<file path="config.mk">
export PLATFORM = sky130hd
export DESIGN_NAME = zt_sram
export DESIGN_NICKNAME = d
export VERILOG_FILES = /design/src/rtl/zt_sram_pkg.sv /design/src/rtl/zt_rst_sync.sv /design/src/rtl/zt_cmd_decode.sv /design/src/rtl/zt_cmd_pipe.sv /design/src/rtl/zt_store.sv /design/src/rtl/zt_read_port.sv /design/src/rtl/zt_sram.sv
export SDC_FILE = /design/constraint.sdc
export NUM_CORES = 1
export LEC_CHECK = 0
export BUFFER_PORTS_ARGS = -buffer_cell sky130_fd_sc_hd__buf_2
export CAP_MARGIN = 20
export CORE_UTILIZATION = 55
export CTS_CLUSTER_SIZE = 28
export DETAILED_ROUTE_END_ITERATION = 10
export PLACE_DENSITY = 0.79
export SLEW_MARGIN = 5
export SYNTH_ARGS = -nofsm -noshare
export SYNTH_HDL_FRONTEND = slang
export SYNTH_SLANG_ARGS = --single-unit
</file>
<file path="constraint.sdc">
create_clock -name clk -period 1.5 [get_ports clk]
set_input_delay 0.15 -clock clk [delete_from_list [all_inputs] [get_ports clk]]
set_output_delay 0.15 -clock clk [all_outputs]
set_load 0.1 [all_outputs]
</file>
<file path="src/rtl/zt_sram_pkg.sv">
package zt_sram_pkg;
  // Operation carried down the command pipeline
  typedef enum logic [1:0] {
    ZT_IDLE  = 2'd0,
    ZT_READ  = 2'd1,
    ZT_WRITE = 2'd2
  } zt_op_e;
endpackage

</file>
<file path="src/rtl/zt_rst_sync.sv">
module zt_rst_sync (
  input  logic clk,
  input  logic rst_n,
  output logic rst_n_sync
);
  logic [1:0] sync_q;
  logic [1:0] sync_d;

  always_comb sync_d = {sync_q[0], 1'b1};

  always_ff @(posedge clk or negedge rst_n) begin
    if (!rst_n) sync_q <= '0;
    else        sync_q <= sync_d;
  end

  assign rst_n_sync = sync_q[1];
endmodule

</file>
<file path="src/rtl/zt_cmd_decode.sv">
module zt_cmd_decode
  import zt_sram_pkg::*;
#(
  parameter int BYTES = 2
) (
  input  logic             sel0_n,
  input  logic             sel1_n,
  input  logic             sel2,
  input  logic             rw,
  input  logic [BYTES-1:0] byte_wr_n,
  output zt_op_e           op,
  output logic [BYTES-1:0] wmask
);
  logic chip_on;

  always_comb begin
    chip_on = !sel0_n && !sel1_n && sel2;
    if (!chip_on)  op = ZT_IDLE;
    else if (rw)   op = ZT_READ;
    else           op = ZT_WRITE;
    // mask only matters for a selected write; reads carry none
    wmask = (chip_on && !rw) ? ~byte_wr_n : '0;
  end
endmodule

</file>
<file path="src/rtl/zt_cmd_pipe.sv">
module zt_cmd_pipe
  import zt_sram_pkg::*;
#(
  parameter int ADDR_W = 4,
  parameter int BYTES  = 2
) (
  input  logic              clk,
  input  logic              rst_n,
  input  logic              adv,
  input  zt_op_e            in_op,
  input  logic [ADDR_W-1:0] in_addr,
  input  logic [BYTES-1:0]  in_mask,
  output zt_op_e            rd_op,
  output logic [ADDR_W-1:0] rd_addr,
  output zt_op_e            wr_op,
  output logic [ADDR_W-1:0] wr_addr,
  output logic [BYTES-1:0]  wr_mask
);
  localparam int STAGES = 2;

  zt_op_e            op_q   [STAGES];
  zt_op_e            op_d   [STAGES];
  logic [ADDR_W-1:0] addr_q [STAGES];
  logic [ADDR_W-1:0] addr_d [STAGES];
  logic [BYTES-1:0]  mask_q [STAGES];
  logic [BYTES-1:0]  mask_d [STAGES];

  always_comb begin
    for (int i = 0; i < STAGES; i++) begin
      op_d[i]   = op_q[i];
      addr_d[i] = addr_q[i];
      mask_d[i] = mask_q[i];
    end
    if (adv) begin
      op_d[0]   = in_op;
      addr_d[0] = in_addr;
      mask_d[0] = in_mask;
      for (int i = 1; i < STAGES; i++) begin
        op_d[i]   = op_q[i-1];
        addr_d[i] = addr_q[i-1];
        mask_d[i] = mask_q[i-1];
      end
    end
  end

  always_ff @(posedge clk or negedge rst_n) begin
    if (!rst_n) begin
      for (int i = 0; i < STAGES; i++) begin
        op_q[i]   <= ZT_IDLE;
        addr_q[i] <= '0;
        mask_q[i] <= '0;
      end
    end else begin
      for (int i = 0; i < STAGES; i++) begin
        op_q[i]   <= op_d[i];
        addr_q[i] <= addr_d[i];
        mask_q[i] <= mask_d[i];
      end
    end
  end

  assign rd_op   = op_q[0];
  assign rd_addr = addr_q[0];
  assign wr_op   = op_q[STAGES-1];
  assign wr_addr = addr_q[STAGES-1];
  assign wr_mask = mask_q[STAGES-1];
endmodule

</file>
<file path="src/rtl/zt_store.sv">
module zt_store #(
  parameter int ADDR_W = 4,
  parameter int BYTES  = 2,
  parameter int BYTE_W = 9
) (
  input  logic                    clk,
  input  logic                    commit_en,
  input  logic [ADDR_W-1:0]       commit_addr,
  input  logic [BYTES-1:0]        commit_mask,
  input  logic [BYTES*BYTE_W-1:0] commit_data,
  input  logic [ADDR_W-1:0]       look_addr,
  output logic [BYTES*BYTE_W-1:0] look_data
);
  localparam int DEPTH  = 1 << ADDR_W;
  localparam int DATA_W = BYTES * BYTE_W;

  logic [DATA_W-1:0] cells [DEPTH];
  logic [DATA_W-1:0] old_word;
  logic [DATA_W-1:0] merged;

  assign old_word = cells[commit_addr];

  for (genvar b = 0; b < BYTES; b++) begin : g_merge
    assign merged[b*BYTE_W +: BYTE_W] = commit_mask[b] ? commit_data[b*BYTE_W +: BYTE_W]
                                                       : old_word[b*BYTE_W +: BYTE_W];
  end

  always_ff @(posedge clk) begin
    if (commit_en) cells[commit_addr] <= merged;
  end

  assign look_data = cells[look_addr];
endmodule

</file>
<file path="src/rtl/zt_read_port.sv">
module zt_read_port #(
  parameter int BYTES  = 2,
  parameter int BYTE_W = 9
) (
  input  logic                    clk,
  input  logic                    rst_n,
  input  logic                    adv,
  input  logic                    rd_req,
  input  logic [BYTES*BYTE_W-1:0] array_word,
  input  logic                    pend_hit,
  input  logic [BYTES-1:0]        pend_mask,
  input  logic [BYTES*BYTE_W-1:0] wdata,
  input  logic                    oe_n,
  output logic [BYTES*BYTE_W-1:0] rdata,
  output logic                    bus_drive
);
  localparam int DATA_W = BYTES * BYTE_W;

  logic [DATA_W-1:0] fwd_word;
  logic [DATA_W-1:0] out_q, out_d;
  logic              drive_q, drive_d;

  // bytes of a write committing this edge override the array copy
  for (genvar b = 0; b < BYTES; b++) begin : g_fwd
    assign fwd_word[b*BYTE_W +: BYTE_W] = (pend_hit && pend_mask[b]) ? wdata[b*BYTE_W +: BYTE_W]
                                                                      : array_word[b*BYTE_W +: BYTE_W];
  end

  always_comb begin
    out_d   = out_q;
    drive_d = drive_q;
    if (adv) begin
      drive_d = rd_req;
      out_d   = rd_req ? fwd_word : '0;
    end
  end

  always_ff @(posedge clk or negedge rst_n) begin
    if (!rst_n) begin
      out_q   <= '0;
      drive_q <= 1'b0;
    end else begin
      out_q   <= out_d;
      drive_q <= drive_d;
    end
  end

  assign bus_drive = drive_q & ~oe_n;
  assign rdata     = bus_drive ? out_q : '0;
endmodule

</file>
<file path="src/rtl/zt_sram.sv">
module zt_sram
  import zt_sram_pkg::*;
#(
  parameter int ADDR_W = 4,
  parameter int BYTES  = 2,
  parameter int BYTE_W = 9,
  localparam int DATA_W = BYTES * BYTE_W
) (
  input  logic              clk,
  input  logic              rst_n,
  input  logic              clk_en_n,
  input  logic              sel0_n,
  input  logic              sel1_n,
  input  logic              sel2,
  input  logic              rw,
  input  logic [ADDR_W-1:0] addr,
  input  logic [BYTES-1:0]  byte_wr_n,
  input  logic [DATA_W-1:0] wdata,
  input  logic              oe_n,
  output logic [DATA_W-1:0] rdata,
  output logic              bus_drive
);
  logic              rst_n_int;
  logic              adv;
  zt_op_e            dec_op;
  logic [BYTES-1:0]  dec_mask;
  zt_op_e            rd_op, wr_op;
  logic [ADDR_W-1:0] rd_addr, wr_addr;
  logic [BYTES-1:0]  wr_mask;
  logic [DATA_W-1:0] array_word;
  logic              commit_en;
  logic              pend_hit;

  assign adv       = !clk_en_n;
  assign commit_en = adv && (wr_op == ZT_WRITE);
  assign pend_hit  = (wr_op == ZT_WRITE) && (wr_addr == rd_addr);

  zt_rst_sync u_rst_sync (
    .clk        (clk),
    .rst_n      (rst_n),
    .rst_n_sync (rst_n_int)
  );

  zt_cmd_decode #(.BYTES(BYTES)) u_decode (
    .sel0_n    (sel0_n),
    .sel1_n    (sel1_n),
    .sel2      (sel2),
    .rw        (rw),
    .byte_wr_n (byte_wr_n),
    .op        (dec_op),
    .wmask     (dec_mask)
  );

  zt_cmd_pipe #(.ADDR_W(ADDR_W), .BYTES(BYTES)) u_pipe (
    .clk     (clk),
    .rst_n   (rst_n_int),
    .adv     (adv),
    .in_op   (dec_op),
    .in_addr (addr),
    .in_mask (dec_mask),
    .rd_op   (rd_op),
    .rd_addr (rd_addr),
    .wr_op   (wr_op),
    .wr_addr (wr_addr),
    .wr_mask (wr_mask)
  );

  zt_store #(.ADDR_W(ADDR_W), .BYTES(BYTES), .BYTE_W(BYTE_W)) u_store (
    .clk         (clk),
    .commit_en   (commit_en),
    .commit_addr (wr_addr),
    .commit_mask (wr_mask),
    .commit_data (wdata),
    .look_addr   (rd_addr),
    .look_data   (array_word)
  );

  zt_read_port #(.BYTES(BYTES), .BYTE_W(BYTE_W)) u_read_port (
    .clk        (clk),
    .rst_n      (rst_n_int),
    .adv        (adv),
    .rd_req     (rd_op == ZT_READ),
    .array_word (array_word),
    .pend_hit   (pend_hit),
    .pend_mask  (wr_mask),
    .wdata      (wdata),
    .oe_n       (oe_n),
    .rdata      (rdata),
    .bus_drive  (bus_drive)
  );
endmodule

</file>
### Word level (Yosys, flattened, before mapping)

Memories as Yosys holds them, arrays and structs flattened.
Index checks and enable logic that the tools add are counted.

* register bits after elaboration: 37
* latch bits: 0
* RAM bits: 288
* ROM bits: 0
* output and inout port bits: 19
* memories: 1

* add/sub/neg operators: 0
* multipliers: 0
* div/mod/pow operators: 0
* $lt $le $gt $ge: 0
* equal/unequal tests: 5
* shift-type cells: 0
* multiplexer cells: 11
* bitwise gates (word level): 3
* reduce and logical (&&, ||, !) cells: 13

Memories
* u_store.cells: depth 16, width 18, read ports 1, clocked after Yosys merged registers in 0, write ports 1, line zt_store.sv:17 `logic [DATA_W-1:0] cells [DEPTH];`

Operators with widths (count)
* 18-bit 2-to-1 mux: 2
* 9-bit 2-to-1 mux: 4
* 1-bit logical AND: 7
* 2-bit 2-to-1 mux: 3
* 4-bit == test: 1
* 1-bit zero test: 4
* 2-bit AND reduction: 2
* 2-bit by 1-bit == test with 1-bit output (second input constant): 1
* 2-bit == test (second input constant): 1
* 1-bit 2-to-1 mux: 2
* 1-bit inequality test (second input constant): 2
* 2-bit inverter: 1
* 1-bit AND: 1
* 1-bit inverter: 1

### Logic depth before layout (Yosys ltp)

* word-level depth: 5
* depth in mapped cells: 6
* depth with buffers taken out: 4

### Modules after synthesis

From an unflattened synthesis, not the netlist that was laid out.

* cells, all modules: 653
* area total of the unflattened synthesis: 12919.9 µm²

By module, submodules not included
* zt_store: instances 1, cells each 494, area each 11098.1 µm², seq. area each 8648.3 µm²
* zt_read_port: instances 1, cells each 104, area each 999.7 µm², seq. area each 475.5 µm²
* zt_cmd_pipe: instances 1, cells each 36, area each 664.4 µm², seq. area each 400.4 µm²
* zt_sram: instances 1, cells each 10, area each 70.1 µm², seq. area each 0.0 µm²
* zt_rst_sync: instances 1, cells each 3, area each 53.8 µm², seq. area each 50.0 µm²
* zt_cmd_decode: instances 1, cells each 6, area each 33.8 µm², seq. area each 0.0 µm²

### Least setup slack after synthesis

No wires, ideal clock.

* kind: reg2out
* from: register u_read_port.drive_q
* to: output rdata[10]
* arrival time: 2.499 ns
* setup slack: -1.149 ns
* stages on the path, launching flop included: 4
* cells stage by stage: dfrtp_1 > nor2b_1 > clkbuf_1 > and2_1

* cells in the longest elaborated chain, start to end: 2

RTL lines
* start: declaration: line zt_read_port.sv:21 `logic drive_q, drive_d;`
* start signal: assignment: line zt_read_port.sv:44 `drive_q <= drive_d;`
* 1-bit AND: line zt_read_port.sv:48 `assign bus_drive = drive_q & ~oe_n;`
* named net bus_drive: line zt_sram.sv:21 `output logic bus_drive`
* 18-bit 2-to-1 mux: line zt_read_port.sv:49 `assign rdata = bus_drive ? out_q : '0;`
* end: declaration: line zt_sram.sv:20 `output logic [DATA_W-1:0] rdata,`

The timed path passes the listed nets, and every way through them passes these cells.

### Final worst setup path

* from: register u_pipe.addr_q, in the netlist u_pipe.rd_addr[0]
* to: register u_read_port.out_q[5]

* cells in the longest elaborated chain, start to end: 5
* elaborated cells on any way between the ends: 6
* classes of those cells: eq/ne (1); mux (2); reduce/logical (2); memory (1)

RTL lines
* start: declaration: line zt_cmd_pipe.sv:23 `logic [ADDR_W-1:0] addr_q [STAGES];`
* start signal: indexed assignment: line zt_cmd_pipe.sv:56 `addr_q[i] <= addr_d[i];`
* parallel branches: the longest is 3 deep, another holds memory read 16 x 18 bit
* 9-bit 2-to-1 mux *: line zt_read_port.sv:25 `assign fwd_word[b*BYTE_W +: BYTE_W] = (pend_hit && pend_mask[b]) ? wdata[b*BYTE_W +: BYTE_W]`
* 18-bit 2-to-1 mux *: line zt_read_port.sv:34 `out_d = rd_req ? fwd_word : '0;`
* end signal: assignment: line zt_read_port.sv:43 `out_q <= out_d;`
* end: declaration: line zt_read_port.sv:20 `logic [DATA_W-1:0] out_q, out_d;`

Every way passes the cells marked *.
A chain may end at the register's enable or synchronous reset.

==> out/summary.txt <==
Final net count -> 905
Critical Path Sink Type -> register
# IOs -> 51
Hpwl dp -> 18090 um
Syn_area_per_cell -> 19.98 um2
DR pass1 iterations -> 7
Antenna violations before repair -> 1
Share of post-route cells with drive strength above 1 -> 0.5061
Crit path DAT -> 2620 ps
Core area -> 22640 um2
Root buf cell -> clkbuf_16
Die width -> 154.0 um
Share of total power in the clock network -> 0.418
Yosys warnings -> 0
Die height -> 154.0 um
CTS sink cnt -> 325
Post-synth top cells -> edfxtp_1, mux4_2, and2_1, dfrtp_1, a22oi_1
Syn Inst Count -> 636
Area fraction of the dominant cell type after synthesis -> 0.6807
Hold path cells -> 1
Top cells by area in the synthesized netlist -> edfxtp_1, mux4_2, dfrtp_1, a22oi_1, and2_1
DRT antenna net count -> 0
Setup ws final -> -703.7 ps
Failing checks -> setup timing
CP startpoint kind -> register
Routed WL -> 39520 um
Cell Int Power -> 0.01630 W
Detailed-route DRC error count -> 0
DRT iter0 DRCs -> 994
Starting Density -> 0.5611
Final Slew Violations -> 0
CTS H-tree depth -> 1
Leading area contributor after synthesis -> edfxtp_1
Status -> complete, but fails checks
Peak supply drop -> 0.7713 mV
Vias in the first global route -> 8133
Psw -> 0.004846 W
Area delta synth->final -> 38.02%
Netlist cell types -> 26
Grt ovf -> 0
Most common cell in the netlist -> edfxtp_1
Post-synth ARST share -> 0.1138
Worst path cell trace -> buf_12 -> buf_16 -> mux4_2 -> a22oi_2 -> nand2_1 -> a221o_1
Post-synth top flop -> edfxtp_1
Switching share of total power -> 0.2291
Clock-pin slew on the worst setup and hold paths -> 70 ps
Finished Core Util -> 0.7745
Critical path class -> reg2reg
Cell area power density -> 1206 nW/um2
Via Count -> 8133
CP max stage cell -> mux4_2
Logic pwr share -> 0.110
Endpoints failing setup -> 325
Register bit total from synthesis -> 325
Number of buffers created by CTS -> 31
Routability Congestion -> 0.8095
Worst skew pair latency -> 560 ps
Ant. Diodes -> 0
Synthesized cell area -> 12700 um2
Post-layout minimum cycle time -> 2204 ps
Seq pwr share -> 0.472
Seq/Total Area, Yosys -> 0.7536
Total track usage -> 0.3254
Max Cap Viol -> 0
Pin count of the biggest net entering global routing -> 36
Worst Clk Skew -> 17.62 ps
Worst r2r path cells -> 6
WL per Instance -> 33.44 um
Final Hold Fails -> 0
First-pass GRT wire length -> 54800 um
Number of flops mapped to enable cells by yosys -> 288
Part of the cycle the worst path needs -> 1.469
Critical path's largest stage delay -> 530 ps
Mapped Nets -> 668
CTS tree -> built
HP Class -> in2reg
Row Count -> 55
Port bufs -> 50
Clock buffer depth -> 3
Number of vias per cell -> 6.881
WP data required -> 1920 ps
Total power -> 0.02115 W
Peak Freq -> 0.4538 GHz
Die area -> 23710 um2
CP max FO -> 11
RSZ-0062 raised after global routing -> yes
Static leakage -> 6.150 nW
## layer usage
layer,vias to the layer above,GRT usage,part of all wire
met2,769,0.5165,0.48
met3,166,0.06595,0.12
li1,3083,-,-
met4,2,0.1281,0.053
met1,4113,0.4494,0.35
met5,-,0,0.00033
## through the flow
step	instance area, um2	cells	TNS [ps]	worst slack [ps]	hold slack [ps]
2_1_floorplan	13030	636	-84570	-407.2	-145.6
3_3_place_gp	14560	1018	-87780	-676.1	-65.83
3_5_place_dp	14560	1018	-108670	-733.8	-63.58
4_1_cts	17240	1165	-79300	-578.5	0.3282
5_1_grt	17540	1182	-147640	-717.8	17.83
6_report	17540	1182	-139810	-703.7	26.03
## area by class of cell
type | instances | area (um2)
Sequential cell | 325 | 9582
Fill cell | 966 | 5105
Multi-Input combinational cell | 278 | 3600
Timing Repair Buffer | 235 | 2844
Clock buffer | 39 | 845.8
Tap cell | 285 | 356.6
Clock inverter | 18 | 300.3
Inverter | 2 | 7.507
## registers in the layout, summed over array words and instances (netlist names)
signal and count:
u_pipe.wr_mask 2, u_store.cells 288, u_pipe.wr_op 2, u_pipe.mask_q 2, u_read_port.out_q 18, u_read_port.drive_q 1, u_pipe.rd_addr 4, u_rst_sync.sync_q 2
u_pipe.rd_op 2, u_pipe.wr_addr 4
## cells by family after synthesis
kind of cell | Yosys count | share of synthesized area
xor gates and xnor gates | 4 | 0.002757
buffers and inverters | 34 | 0.01359
other | 1 | 0.0002952
and+or+nand+nor | 129 | 0.05289
DFF | 325 | 0.7536
muxes | 84 | 0.1383
AOI/OAI and AO/OA | 59 | 0.03860
## worst paths after layout
path / end / from / slack, ps
max: u_read_port.out_q[5]$_DFFE_PN0N_ / u_pipe.rd_addr[0]$_DFFE_PN0N_ / -700
min: u_store.cells[0][10]$_DFFE_PP_ / wdata[10] / 30
max reg2reg: u_read_port.out_q[5]$_DFFE_PN0N_ / u_pipe.rd_addr[0]$_DFFE_PN0N_ / -700
min reg2reg: u_read_port.out_q[6]$_DFFE_PN0N_ / u_rst_sync.sync_q[1]$_DFF_PN0_ / 250
max in group asynchronous: u_rst_sync.sync_q[0]$_DFF_PN0_ / rst_n / 930
min in group asynchronous: u_read_port.out_q[6]$_DFFE_PN0N_ / u_rst_sync.sync_q[1]$_DFF_PN0_ / 250
## repair_timing
item                                    4_1_cts  5_1_grt
pin swaps                                    28       33
resized for setup                           141       61
setup buffers                                45       20
hold endpoints to repair                    167        2
hold buffers                                 27        1
endpoints found under the setup margin      325      325
cloned                                       19        5
## power by group through the flow
stage,clock (W),combinational [W],sequential [W]
floorplan,0,0.00106,0.0101
global placement,0,0.00157,0.0102
detailed placement,0,0.00163,0.0102
CTS,0.00875,0.00208,0.00996
global route,0.00918,0.00239,0.00998
finish,0.00885,0.00232,0.00998
## placed cells by master, fill, tap and decap left out, types with 18 or more instances in the layout
cell type	instances
edfxtp_1	288
mux4_2	72
buf_6	61
buf_12	51
buf_4	49
clkbuf_16	33
dfrtp_1	33
buf_2	31
a22oi_2	28
dlygate4sd3_1	28
nor2_4	26
nand2_1	25
and2_1	19
and2_4	18
a221o_1	18
## critical path: cells and delay by family, from the launching register on
| kind | cells | cell delay, ps |
|---|---|---|
| AO/OA/AOI/OAI | 2 | 650 |
| buffers and inverters | 2 | 280 |
| flip-flops | 1 | 460 |
| multiplexers | 1 | 530 |
| AND/OR/NAND/NOR | 1 | 140 |
No activity file was read; power rests on OpenSTA's default activity.
